===== config.mk =====
export PLATFORM = sky130hd
export DESIGN_NAME = qdac_reg_ctrl
export DESIGN_NICKNAME = d
export VERILOG_FILES = /design/src/rtl/qdac_pkg.sv /design/src/rtl/qdac_pin_sync.sv /design/src/rtl/qdac_frame_decode.sv /design/src/rtl/qdac_chan_bank.sv /design/src/rtl/qdac_reg_ctrl.sv
export SDC_FILE = /design/constraint.sdc
export NUM_CORES = 1
export LEC_CHECK = 0
export ABC_AREA = 1
export CORE_UTILIZATION = 47
export CTS_CLUSTER_SIZE = 20
export DETAILED_ROUTE_END_ITERATION = 7
export GPL_TIMING_DRIVEN = 0
export HOLD_SLACK_MARGIN = 0.03
export PLACE_DENSITY_LB_ADDON = 0.1
export REMOVE_ABC_BUFFERS = 1
export SYNTH_ARGS = -nofsm -noshare
export SYNTH_HDL_FRONTEND = slang
export SYNTH_SLANG_ARGS = --single-unit
export TNS_END_PERCENT = 10

===== constraint.sdc =====
create_clock -name clk -period 1.8 [get_ports clk]
set_input_delay 0.36 -clock clk [delete_from_list [all_inputs] [get_ports clk]]
set_output_delay 0.36 -clock clk [all_outputs]
set_load 0.01 [all_outputs]

===== src/rtl/qdac_pkg.sv =====
package qdac_pkg;

    localparam int CODE_W   = 16;
    localparam int WORD_W   = 32;
    localparam int SEL_W    = 4;
    localparam int OP_LSB   = 24;
    localparam int ADDR_LSB = 20;
    localparam int CODE_LSB = 4;
    localparam int PWR_LSB  = 8;
    localparam logic [3:0] ADDR_ALL = 4'hF;

    typedef enum logic [3:0] {
        OP_WR_IN   = 4'h0,
        OP_UPD     = 4'h1,
        OP_WR_ALL  = 4'h2,
        OP_WR_UPD  = 4'h3,
        OP_PWR     = 4'h4,
        OP_CLRSEL  = 4'h5,
        OP_MASK    = 4'h6,
        OP_RESET   = 4'h7
    } op_e;

    typedef enum logic [1:0] {
        PWR_ON   = 2'b00,
        PWR_1K   = 2'b01,
        PWR_100K = 2'b10,
        PWR_HIZ  = 2'b11
    } pwr_e;

    typedef struct packed {
        logic              op_ok;
        op_e               op;
        logic [3:0]        addr;
        logic [CODE_W-1:0] code;
        pwr_e              pwr;
        logic [SEL_W-1:0]  chsel;
        logic [1:0]        csel;
    } frame_t;

    function automatic logic [CODE_W-1:0] clear_value(input logic [1:0] sel);
        case (sel)
            2'b00:   clear_value = '0;
            2'b01:   clear_value = {1'b1, {(CODE_W-1){1'b0}}};
            default: clear_value = '1;
        endcase
    endfunction

    function automatic logic [CODE_W-1:0] por_value(input logic mid);
        por_value = mid ? {1'b1, {(CODE_W-1){1'b0}}} : '0;
    endfunction

endpackage


===== src/rtl/qdac_pin_sync.sv =====
module qdac_pin_sync #(
    parameter int STAGES = 2
) (
    input  logic clk,
    input  logic pin,
    output logic lvl,
    output logic fell
);
    logic [STAGES-1:0] sh_q;
    logic              prev_q;

    // The chain keeps sampling during reset, so an edge that occurs while
    // reset is applied has already passed when reset is released.
    always_ff @(posedge clk) begin
        sh_q   <= {sh_q[STAGES-2:0], pin};
        prev_q <= sh_q[STAGES-1];
    end

    assign lvl  = sh_q[STAGES-1];
    assign fell = prev_q & ~sh_q[STAGES-1];
endmodule


===== src/rtl/qdac_frame_decode.sv =====
module qdac_frame_decode
    import qdac_pkg::*;
#(
    parameter int NUM_CH = 4
) (
    input  logic [WORD_W-1:0] word,
    output frame_t            fr,
    output logic [NUM_CH-1:0] hit
);
    logic unused_hi;
    assign unused_hi = ^word[WORD_W-1:OP_LSB+4];

    always_comb begin
        fr.op_ok = ~word[OP_LSB+3];
        fr.op    = op_e'({1'b0, word[OP_LSB+2:OP_LSB]});
        fr.addr  = word[ADDR_LSB +: 4];
        fr.code  = word[CODE_LSB +: CODE_W];
        fr.pwr   = pwr_e'(word[PWR_LSB +: 2]);
        fr.chsel = word[0 +: SEL_W];
        fr.csel  = word[1:0];
    end

    // per-channel address match plus broadcast
    generate
        for (genvar i = 0; i < NUM_CH; i++) begin : g_hit
            assign hit[i] = (fr.addr == 4'(i)) || (fr.addr == ADDR_ALL);
        end
    endgenerate
endmodule


===== src/rtl/qdac_chan_bank.sv =====
module qdac_chan_bank
    import qdac_pkg::*;
#(
    parameter int NUM_CH = 4
) (
    input  logic                     clk,
    input  logic                     rst_all,
    input  logic [CODE_W-1:0]        rst_code,
    input  logic                     clr_go,
    input  logic [CODE_W-1:0]        clr_code,
    input  logic [NUM_CH-1:0]        wr_in,
    input  logic [CODE_W-1:0]        wr_code,
    input  logic [NUM_CH-1:0]        upd,
    input  logic [NUM_CH-1:0]        pwr_wr,
    input  pwr_e                     pwr_val,
    output logic [NUM_CH*CODE_W-1:0] dac_flat,
    output logic [NUM_CH*2-1:0]      pwr_flat
);
    generate
        for (genvar i = 0; i < NUM_CH; i++) begin : g_ch
            logic [CODE_W-1:0] inp_q, dac_q, inp_nx;
            pwr_e              pwr_q;

            assign inp_nx = wr_in[i] ? wr_code : inp_q;

            always_ff @(posedge clk) begin
                if (rst_all) begin
                    inp_q <= rst_code;
                    dac_q <= rst_code;
                    pwr_q <= PWR_ON;
                end else if (clr_go) begin
                    inp_q <= clr_code;
                    dac_q <= clr_code;
                end else begin
                    inp_q <= inp_nx;
                    if (upd[i])    dac_q <= inp_nx;
                    if (pwr_wr[i]) pwr_q <= pwr_val;
                end
            end

            assign dac_flat[i*CODE_W +: CODE_W] = dac_q;
            assign pwr_flat[i*2 +: 2]           = pwr_q;
        end
    endgenerate
endmodule


===== src/rtl/qdac_reg_ctrl.sv =====
module qdac_reg_ctrl
    import qdac_pkg::*;
#(
    parameter int NUM_CH      = 4,
    parameter int SYNC_STAGES = 2
) (
    input  logic                     clk,
    input  logic                     rst,
    input  logic                     por_mid,
    input  logic                     load_n,
    input  logic                     clear_n,
    input  logic                     frm_active,
    input  logic                     frm_done,
    input  logic [WORD_W-1:0]        frm_word,
    output logic [NUM_CH*CODE_W-1:0] dac_code,
    output logic [NUM_CH*2-1:0]      pwr_mode
);
    logic ld_lvl, unused_ld_fell, clr_lvl, clr_fell;

    qdac_pin_sync #(.STAGES(SYNC_STAGES)) u_ld_sync (
        .clk(clk), .pin(load_n), .lvl(ld_lvl), .fell(unused_ld_fell));
    qdac_pin_sync #(.STAGES(SYNC_STAGES)) u_clr_sync (
        .clk(clk), .pin(clear_n), .lvl(clr_lvl), .fell(clr_fell));

    frame_t            fr;
    logic [NUM_CH-1:0] hit;

    qdac_frame_decode #(.NUM_CH(NUM_CH)) u_dec (
        .word(frm_word), .fr(fr), .hit(hit));

    logic              abort_q;
    logic [NUM_CH-1:0] mask_q;
    logic [1:0]        csel_q;
    logic              take, is_write, sw_rst, rst_all, clr_go, load_open;
    logic [NUM_CH-1:0] wr_in, upd, pwr_wr;

    // a clear edge inside a word, or on its strobe, drops the word
    assign take      = frm_done & ~abort_q & ~clr_fell;
    assign is_write  = fr.op_ok & (fr.op == OP_WR_IN || fr.op == OP_WR_ALL ||
                                   fr.op == OP_WR_UPD);
    // software reset shares the reset path
    assign sw_rst    = take & fr.op_ok & (fr.op == OP_RESET);
    assign rst_all   = rst | sw_rst;
    // selector 11 leaves the registers alone
    assign clr_go    = clr_fell & (csel_q != 2'b11);
    // load pin is gated by the clear level
    assign load_open = ~ld_lvl & clr_lvl;

    generate
        for (genvar i = 0; i < NUM_CH; i++) begin : g_ctl
            assign wr_in[i]  = take & is_write & hit[i];

            assign upd[i]    = (take & fr.op_ok & (fr.op == OP_UPD) & hit[i])
                             | (take & fr.op_ok & (fr.op == OP_WR_ALL))
                             | (wr_in[i] & ((fr.op == OP_WR_UPD) | mask_q[i]))
                             | (~mask_q[i] & load_open);
            // channel bits, address ignored
            assign pwr_wr[i] = take & fr.op_ok & (fr.op == OP_PWR) & fr.chsel[i];
        end
    endgenerate

    always_ff @(posedge clk) begin
        if (rst) abort_q <= 1'b0;
        else     abort_q <= frm_active & (abort_q | clr_fell);
    end

    always_ff @(posedge clk) begin
        if (rst_all) begin
            mask_q <= '0;
            csel_q <= 2'b00;
        end else if (take && fr.op_ok) begin
            if (fr.op == OP_MASK)   mask_q <= fr.chsel[NUM_CH-1:0];
            if (fr.op == OP_CLRSEL) csel_q <= fr.csel;
        end
    end

    qdac_chan_bank #(.NUM_CH(NUM_CH)) u_bank (
        .clk     (clk),
        .rst_all (rst_all),
        .rst_code(por_value(por_mid)),
        .clr_go  (clr_go),
        .clr_code(clear_value(csel_q)),
        .wr_in   (wr_in),
        .wr_code (fr.code),
        .upd     (upd),
        .pwr_wr  (pwr_wr),
        .pwr_val (fr.pwr),
        .dac_flat(dac_code),
        .pwr_flat(pwr_mode)
    );
endmodule


# Word-level counts from Yosys, hierarchy flattened
# Cells that the tools add are included.
# op_classes
n_reduce_logical	20
bitwise	61
eq_ne	13
mux	26
# ops
operator	count
2-to-1 mux 16 bit	25
AND 1 bit	33
case mux 16 bit (2 select lines)	1
bitwise OR 1 bit	18
equality test 3 bit (second input constant)	4
AND reduction 2 bit	6
nonzero test 3 bit	4
inverter 1 bit	10
equality test 4 x 2 -> 1 bit (second input constant)	2
zero test 4 bit	2
equality test 3 x 2 -> 1 bit (second input constant)	2
logical OR 1 bit	6
equality test 4 x 1 -> 1 bit (second input constant)	1
equality test 4 bit (second input constant)	1
equality test 3 x 1 -> 1 bit (second input constant)	1
equality test 2 x 1 -> 1 bit (second input constant)	1
zero test 2 bit	1
inequality test 2 bit (second input constant)	1
logical AND 1 bit	1
# totals
regBits	148
word_cells	138
inputBits	39

# Longest topological paths before layout
# Gate-level depths: netlist of the first run.
# depth
depth_word	13
depth_mapped	10
ltp_nobuf	9

# By module
# A second synthesis of the first run with hierarchy kept.
# unflattened
cells_unflattened	809
area_unflattened_um2	6515.0
# modules_own_cells
module	cells_each	area_per_inst_um2	n_inst
qdac_chan_bank	634	5435.2	1
qdac_reg_ctrl	112	615.6	1
qdac_frame_decode	53	324.1	1
qdac_pin_sync	5	70.1	2

# Least setup slack after synthesis of the first run
# No wires, ideal clock.
# synth_timing
path_type	input-to-reg
startpoint	in frm_done
endpoint	reg u_bank.g_ch[0].dac_q[0], enable pin
setup_slack_ns	-0.138
n_path_buf	1
stages	9
arrival_ns	1.563
setup_time_ns	0.375
cell_sequence	inv_1 -> nor2_1 -> nand2_1 -> nor2_2 -> buf_2 -> nand2_1 -> nor2_2 -> nor2_1 -> nand3_1
# synth_via
elab_chain_cells	9
elab_cells_between_ends	15
cone_classes	14 x bitwise; 1 x reduce/logical
# synth_lines
element	line	text
start: declaration	qdac_reg_ctrl.sv:13	input logic frm_done,
AND 1 bit * (2 in series)	qdac_reg_ctrl.sv:38	assign take = frm_done & ~abort_q & ~clr_fell;
AND 1 bit	qdac_reg_ctrl.sv:42, qdac_reg_ctrl.sv:53, qdac_reg_ctrl.sv:54	
AND 1 bit (2 in series)	qdac_reg_ctrl.sv:53	assign upd[i] = (take & fr.op_ok & (fr.op == OP_UPD) & hit[i])
bitwise OR 1 bit	qdac_reg_ctrl.sv:54	| (take & fr.op_ok & (fr.op == OP_WR_ALL))
bitwise OR 1 bit	qdac_reg_ctrl.sv:55	| (wr_in[i] & ((fr.op == OP_WR_UPD) | mask_q[i]))
bitwise OR 1 bit	qdac_reg_ctrl.sv:56	| (~mask_q[i] & load_open);
nonzero test 3 bit (no line) *	--	
end signal: assignment	qdac_chan_bank.sv:29	dac_q <= rst_code;
end signal: assignment	qdac_chan_bank.sv:33	dac_q <= clr_code;
end signal: assignment	qdac_chan_bank.sv:36	if (upd[i]) dac_q <= inp_nx;
end: declaration	qdac_chan_bank.sv:21	logic [CODE_W-1:0] inp_q, dac_q, inp_nx;
# Mark *: on every way between the ends. The rest lies on a longest branch, timed or not.
# A chain may end at the register's enable or synchronous reset.

# Worst setup path in the final report of the first run
# layout_timing
startpoint	in frm_word[23]
endpoint	reg u_bank.g_ch[3].dac_q[9], enable pin
# layout_via
elab_chain_cells	7
elab_cells_between_ends	10
cone_classes	2 x eq/ne; 6 x bitwise; 2 x reduce/logical
# layout_lines
element	line	text
start: declaration	qdac_reg_ctrl.sv:14	input logic [WORD_W-1:0] frm_word,
equality test 4 x 2 -> 1 bit or equality test 4 bit (tied branches)	qdac_frame_decode.sv:26	assign hit[i] = (fr.addr == 4'(i)) || (fr.addr == ADDR_ALL);
logical OR 1 bit *	qdac_frame_decode.sv:26	
AND 1 bit (on tied branches)	qdac_reg_ctrl.sv:53, qdac_reg_ctrl.sv:51	
bitwise OR 1 bit or AND 1 bit (tied branches)	qdac_reg_ctrl.sv:54, qdac_reg_ctrl.sv:55	
bitwise OR 1 bit *	qdac_reg_ctrl.sv:55	
bitwise OR 1 bit *	qdac_reg_ctrl.sv:56	
nonzero test 3 bit (no line) *	--	
end signal: assignment	qdac_chan_bank.sv:29	
end signal: assignment	qdac_chan_bank.sv:33	
end signal: assignment	qdac_chan_bank.sv:36	
end: declaration	qdac_chan_bank.sv:21	
# Marked as above.

==> results, run 1 <==
- The run finished, with violations left.
- The checks that failed: setup timing.
- Of all nets on the critical path, the largest fanout is 5.
- The endpoint required time on the critical path is 1.94 ns.
- The setup violation total in the final timing report is 16.
- The wire length on met2 is 8.786 mm.
- Using the TritonRoute via totals, the vias-per-cell ratio works out to 5.296.
- Sequential elements use between 50% and 60% of the synthesized area.
- The data arrival time of the critical path is around 2 ns.
- The remaining design rule violation count is 0.
- The final RePlAce weighted congestion is 0.7929.
- In this run, the number of DRC markers left after iteration 0 of detailed routing was slightly above 500.
- The initial antenna violation count is 0.
- The tree built by TritonCTS fans out to 148 sinks.
- Across the run, the number of max-cap violations was 0.
- The final wirelength is 18.02 mm.
- The worst clock skew on the final layout is 0.004166 ns.
- The clock root buffer master is clkbuf_16.
- The area inside the core boundary is 12620 um^2.
- The die covers roughly 13000 um^2.
- Yosys printed 0 warnings.
- The clock edge transition at the registers on the reported setup and hold paths is about 0.050 ns.
- The number of ports placed on the die boundary is 111.
- The post-layout minimum cycle time is between 1.5 and 2 ns.
- The final hold violation count is 0.
- Relative to the synthesized area, the layout overhead comes to 40.54%.
- The first global-routing pass estimated 24.72 mm of wire.
- Summing over every cut layer, the via total after detailed routing is 5370.
- The worst-skew pair later-pin latency is 0.42 ns.
- The total overflow left after global routing is 0.
- Before antenna repair, the detailed router went through 5 iterations.
- The H-tree was split into 4 levels.
- The remaining antenna violation count is 0.
- In this run the deepest clock path goes through 2 buffers.
- The mapped netlist covers 6071 um^2.
- The worst register-to-register path has a setup slack of ~0.01 ns.
- Entering global routing, the biggest net connects 38 pins.
- Wire segments on met3 add up to approximately 1.4 mm in the final route.
- The category of the worst setup path launch point is an input port.
- The worst setup path is captured at a flip-flop.
- The number of hold buffers added after cts is 0.
- Across all setup checks in the final design, the least slack found is -0.03903 ns.
- Summed over all cells, the static leakage comes to about 3.6 nW.
- In the final routed layout, each cell accounts on average for 17.77 um.
- The upper clock frequency limit is 543.8 MHz.
- The finished layout cell area is 8532 um^2.
- The post-place instance area is between 7000 and 8000 um^2.
- Once detailed placement completed, the half-perimeter wirelength came to a little over 8 mm.
- The count of state elements after synthesis is 148.
- Leaving out fill and tap cells, the most frequent cells in the layout are nor2_1, nand2_1, clkdlybuf4s50_1, dfxtp_1, nand3_1.
- The worst slack on hold paths is 0.3281 ns.
- The period utilization is 102.2%.
- In the final layout, the share of cells above drive strength 1 is 13.54%.
- Global routing used 24.80% of the available tracks.
- The number of max-slew violations in the final report is 0.
- The initial standard-cell utilization of the core is 48.11%.
- The count of unique library cells instantiated by Yosys is 22.
- The CTS tree is done.
- For the pin with the worst max-slew slack, the measured transition is 0.6794 ns.
- The overall die width is 115.7 um.
- The peak supply drop is 0.0005528 V.
- The leading cell type in the layout, fill and taps excluded is nor2_1.
- The worst setup path is of the in -> reg kind.
- The routed metal-1 wire length is around 7.2 mm.
- In the final design database the tool counted 868 nets.
- The number of antenna diodes in the final layout is 0.
- The gate count after technology mapping is slightly above 700.
- The highest metal layer carrying signal wires in the routed design is met4.
- The vertical die dimension is ~120 um.
- Buffers placed on the I/O ports in this run total between 100 and 150.
- The number of global-route vias before repair is 4863.
- The average cell area after synthesis is about 8.6 um^2.
- Counting the buffers created by CTS gives 17.
- Headroom to the max-slew limit came out at 54.46%.
- The worst hold path belongs to the class reg -> reg.
- The number of cell rows is 41.
- Power spread over the standard cell area amounts to 980.7 nW/um^2.
## critical path, stage by stage
cell and delay [ns]:
clkdlybuf4s50_1 0.49, nor2_4 0.24, nand3_4 0.18, nand2_8 0.14, nand2_2 0.08, nor2_2 0.13, nor2_2 0.07, nand2_4 0.12
clkbuf_16 0.17
## worst paths after layout
kind	from	to	cells after the start
max	frm_word[23]	u_bank.g_ch[3].dac_q[9]	9
min	u_ld_sync.sh_q[0]	u_ld_sync.sh_q[1]	0
max reg2reg	u_clr_sync.sh_q[1]	u_bank.g_ch[3].dac_q[9]	10
min reg2reg	u_ld_sync.sh_q[0]	u_ld_sync.sh_q[1]	0
## through the flow
step           cells  TNS (ns)  utilization (%)  total power, mW  setup slack, ns
2_1_floorplan    662   -279.31                -            4.342           -2.257
3_3_place_gp     940   -603.81            56.02            4.849           -4.373
3_5_place_dp     944   -243.83            56.84            4.888           -1.810
4_1_cts          999   -0.6972            65.17            8.291         -0.05909
5_1_grt         1014    -2.633            67.61            8.630         -0.08184
6_report        1014   -0.3449            67.61            8.367         -0.03903
## per-layer routing
| layer | track usage [%] | up-vias |
|---|---|---|
| met4 | 12.05 | 0 |
| met1 | 30.62 | 2497 |
| li1 | - | 2549 |
| met2 | 41.20 | 275 |
| met5 | 0 | - |
| met3 | 5.649 | 49 |
## state kept, by name, summed over array words and instances, names as in the netlist
register,flops
u_bank.g_ch.dac_q,64
u_bank.g_ch.inp_q,64
u_bank.g_ch.pwr_q,8
mask_q,4
csel_q,2
u_clr_sync.sh_q,2
u_ld_sync.sh_q,2
abort_q,1
u_clr_sync.prev_q,1
## layout make-up
| class | count | area, um^2 |
|---|---|---|
| fillers | 984 | 4088 |
| repair buffers | 140 | 1559 |
| inverters | 77 | 315.3 |
| multi-input cells | 444 | 2271 |
| well taps | 172 | 215.2 |
| flip-flops and latches | 148 | 3606 |
| clock inverters | 3 | 16.27 |
| repair inverters | 1 | 8.758 |
| clock buffers | 29 | 540.5 |
## synthesized netlist by cell type
master / number / area, um^2
a21oi_1: 74 / 370.4
a21oi_2: 1 / 8.760
a31oi_1: 1 / 6.260
buf_1: 6 / 22.52
buf_2: 24 / 120.1
buf_4: 6 / 45.04
buf_6: 8 / 90.09
dfxtp_1: 84 / 1682
edfxtp_1: 64 / 1922
inv_1: 75 / 281.5
inv_2: 2 / 7.510
nand2_1: 114 / 427.9
nand2_2: 1 / 6.260
nand3_1: 83 / 415.4
nand4_1: 9 / 56.30
nor2_1: 140 / 525.5
nor2_2: 3 / 18.77
nor3_1: 2 / 10.01
o211ai_1: 3 / 22.52
o21ai_0: 3 / 15.01
o21ai_1: 1 / 5.000
or2_2: 2 / 12.51
## repair_timing
item,in CTS,in global routing
endpoints found under the hold margin,0,0
buffers inserted,18,9
gates resized for setup,45,37
pin swaps,8,13
cloned,6,6
setup endpoints to repair,206,172
## report_power, final
part | internal [mW] | total (mW) | switching [mW]
registers | 3.77 | 3.85 | 0.0794
clock network | 2.02 | 3.31 | 1.29
logic | 0.551 | 1.21 | 0.659
total | 6.34 | 8.37 | 2.03
## logic make-up after synthesis
logic type | after synthesis | share of synthesized area [%]
buffers and inverters | 121 | 9.336
AOI/OAI and AO/OA | 83 | 7.049
and+or+nand+nor | 354 | 24.26
DFF | 148 | 59.36
No activity file was read; power rests on OpenSTA's default activity.
==> run 2, diff against run 1 <==
--- a/config.mk
+++ b/config.mk
@@ -8,2 +8,3 @@
 export ABC_AREA = 1
+export CAP_MARGIN = 15
 export CORE_UTILIZATION = 47
==> constraint.sdc (replaced) <==
create_clock -name clk -period 1.8 [get_ports clk]
set_input_delay 0.27 -clock clk [delete_from_list [all_inputs] [get_ports clk]]
set_output_delay 0.27 -clock clk [all_outputs]
set_load 0.01 [all_outputs]
==> run 2 against run 1 <==
Effect of this change:
- the run now ends clean
- flip-flop and latch count is the same
- critical path depth grew 1
- clock-buffer cell count is the same
- sequential power is essentially flat
- clock power is essentially flat
- register-to-register slack is essentially flat
- die area is the same
- fmax grew 2.2%
- routed wire length shrank 9.3%
- critical path type is now reg -> reg
==> results, run 2 (same netlist as run 1, synthesis figures left out) <==
- The maximum number of pins on one net before global-route repair is 38 (unchanged).
- The count of buffers inserted at the top-level ports is 106 (unchanged).
- The worst-skew pair later-pin latency came to 0.42 ns (about the same).
- The remaining design rule violation count is 0 (unchanged).
- The number of hold buffers added after cts is 0 (unchanged).
- The leading cell type in the layout, fill and taps excluded is nor2_1 (unchanged).
- The upper clock frequency limit is 555.9 MHz (was 543.8 MHz).
- The CTS tree is done (unchanged).
- The library cell contributing the largest single delay on the critical path is dfxtp_2 (was clkdlybuf4s50_1).
- The category of the worst setup path launch point is a flip-flop (was input port).
- The number of iterations in the first detailed-routing pass is 5 (unchanged).
- The peak supply drop is 0.0005152 V (was 0.0005528 V).
- The utilization after layout is 66.65% (was 67.61%).
- The maximum buffer depth of the clock tree is 2 (unchanged).
- The max-capacitance violation count is 0 (unchanged).
- The die area is 13370 um^2 (unchanged).
- The power density over the cells is 988.6 nW/um^2 (was 980.7 nW/um^2).
- Largest registers: u_bank.g_ch.dac_q: 64 flops, u_bank.g_ch.inp_q: 64 flops, u_bank.g_ch.pwr_q: 8 flops (unchanged).
- The total overflow reported by the global router is 0 (unchanged).
- The number of buffers and inverters on the critical path is 4 (was 2).
- The worst relative slew slack came to 54.02% (was 54.46%).
- The sequential cell area in the final layout is 3606 um^2 (unchanged).
- The kind of end point of the critical path was a flip-flop (unchanged).
- The final net count is 856 (was 868).
- The post-place instance area is 7201 um^2 (was 7173 um^2).
- The clock sink count was 148 (unchanged).
- The global-route usage over all layers is 24.26% (was 24.80%).
- The leakage dissipation is 3.480 nW (was 3.593 nW).
- The clock edge transition at the registers on the reported setup and hold paths is 0.06 ns (was 0.05 ns).
- The final wirelength is 16.34 mm (was 18.02 mm).
- The number of cells on the critical path is 10 (was 9).
- The vertical die dimension was 115.7 um (unchanged).
- The number of max-slew violations in the final report was 0 (unchanged).
- The period utilization is 99.95% (was 102.2%).
- Setup repair after global routing could not meet its margin everywhere.
- The depth of the worst register-to-register path came to 10 (unchanged).
- The number of clock buffers inserted by TritonCTS is 17 (unchanged).
- The maximum fanout count along the critical path is 17 (was 5).
- Run status: finished, final reports clean (was finished, violations left).
- The CTS H-tree depth is 4 (unchanged).
- The total via count after detailed routing is 5194 (was 5370).
- The endpoint required time on the critical path is 2.06 ns (was 1.94 ns).
- The area added between synthesis and finish is 38.54% (was 40.54%).
- The type of the worst min-delay path is in -> reg (was reg -> reg).
- The worst slack on hold paths is 0.3165 ns (was 0.3281 ns).
- The worst clock skew on the final layout is 0.008457 ns (was 0.004166 ns).
- The actual transition at the worst max-transition pin is 0.6860 ns (was 0.6794 ns).
- The maximum cell stage delay along the critical path is 0.32 ns (was 0.49 ns).
- The overall power consumption came to 8.315 mW (was 8.367 mW).
- The final setup TNS was 0 ns (was -0.3449 ns).
- Highest-count cells in the layout ignoring fill and taps: nor2_1, nand2_1, clkdlybuf4s50_1, dfxtp_1, nand3_1 (unchanged).
- The initial antenna violation count came to 0 (unchanged).
- The final RePlAce weighted congestion was 0.7929 (unchanged).
- The number of diodes added for antenna fixing is 0 (unchanged).
- The number of ports placed on the die boundary is 111 (unchanged).
- The initial standard-cell utilization of the core is 48.11% (unchanged).
- The number of cells on the worst hold path is 1 (was 0).
- The area inside the core boundary is 12620 um^2 (unchanged).
- Sequence of cells on the critical path: inv_1 -> nand2_4 -> nand2_8 -> nor2_4 -> buf_4 -> a21oi_4 -> o21ai_4 -> buf_12 -> clkbuf_16 -> nor2_1 (was clkdlybuf4s50_1 -> nor2_4 -> nand3_4 -> nand2_8 -> nand2_2 -> nor2_2 -> nor2_2 -> nand2_4 -> clkbuf_16).
- The number of cell rows is 41 (unchanged).
- The type of the worst setup path was reg -> reg (was in -> reg).
- The finished layout cell area is 8411 um^2 (was 8532 um^2).
- The average wire per cell in the routed design came to 16.31 um (was 17.77 um).
- The post-layout minimum cycle time was 1.799 ns (was 1.839 ns).
- The area occupied by multi-input gates was 2227 um^2 (was 2271 um^2).
- The first-pass GRT wire length is 24.09 mm (was 24.72 mm).
- The overall die width was 115.7 um (unchanged).
- The detailed placer's ending HPWL is 8.331 mm (was 8.283 mm).
- The kind of cell with the highest combined delay on the critical path is buffers and inverters (was simple AND/OR/NAND/NOR gates).
- The number of global-route vias before repair came to 4736 (was 4863).
- The share of layout cells above drive strength 1 was 13.37% (was 13.54%).
- The final hold violation count is 0 (unchanged).
- The number of fillers in the final layout came to 1018 (was 984).
- The setup violation total in the final timing report is 0 (was 16).
- The remaining antenna violation count was 0 (unchanged).
- The detailed router's first-iteration violation count is 370 (was 514).
- The data arrival time of the critical path is 2.06 ns (was 1.98 ns).
- The detail-routed via count per cell is 5.184 (was 5.296).
- The clock root buffer master is clkbuf_16 (unchanged).
==> run 2: stage by stage <==
| step | std cells | setup slack (ns) |
|---|---|---|
| 2_1_floorplan | 662 | -2.232 |
| 3_3_place_gp | 940 | -4.283 |
| 3_5_place_dp | 945 | -1.701 |
| 4_1_cts | 996 | 0.007767 |
| 5_1_grt | 1002 | -0.05931 |
| 6_report | 1002 | 0.0009748 |
==> run 2: path summary, 6_finish.rpt <==
path                              end               start  slack, ns
max reg2reg  u_bank.g_ch[0].dac_q[11]  u_clr_sync.sh_q[1]      0.001
max          u_bank.g_ch[0].dac_q[11]  u_clr_sync.sh_q[1]      0.001
min                 u_ld_sync.sh_q[0]              load_n       0.32
min reg2reg         u_ld_sync.sh_q[1]   u_ld_sync.sh_q[0]       0.33
==> run 2: power by group <==
| part | total [mW] | leakage [nW] | switching [mW] | internal, mW |
|---|---|---|---|---|
| sequential | 3.85 | 1.39 | 0.0791 | 3.77 |
| clock | 3.29 | 0.278 | 1.27 | 2.02 |
| combinational | 1.18 | 1.81 | 0.635 | 0.540 |
| total | 8.31 | 3.48 | 1.98 | 6.33 |
==> run 2: area by class of cell <==
type	count	area share, %
Clock buffer	29	6.427
Clock inverter	3	0.1934
Inverter	77	3.808
Multi-Input combinational cell	441	26.48
Sequential cell	148	42.87
Tap cell	172	2.559
Timing Repair Buffer	131	17.55
Timing Repair inverter	1	0.1041
==> run 2: layer usage <==
layer / routed length [um] / GRT usage (%) / share of wire [%]
met1: 6781 / 29.26 / 41
met2: 8127 / 42.08 / 50
met3: 953 / 4.498 / 5.8
met4: 482 / 11.37 / 2.9
met5: 0 / 0 / 0
==> run 2: what timing repair did <==
item / in CTS / in global routing
gates cloned: 6 / 2
resized for setup: 44 / 37
pin swaps: 7 / 12
setup buffers: 14 / 4
setup endpoints to repair: 206 / 151
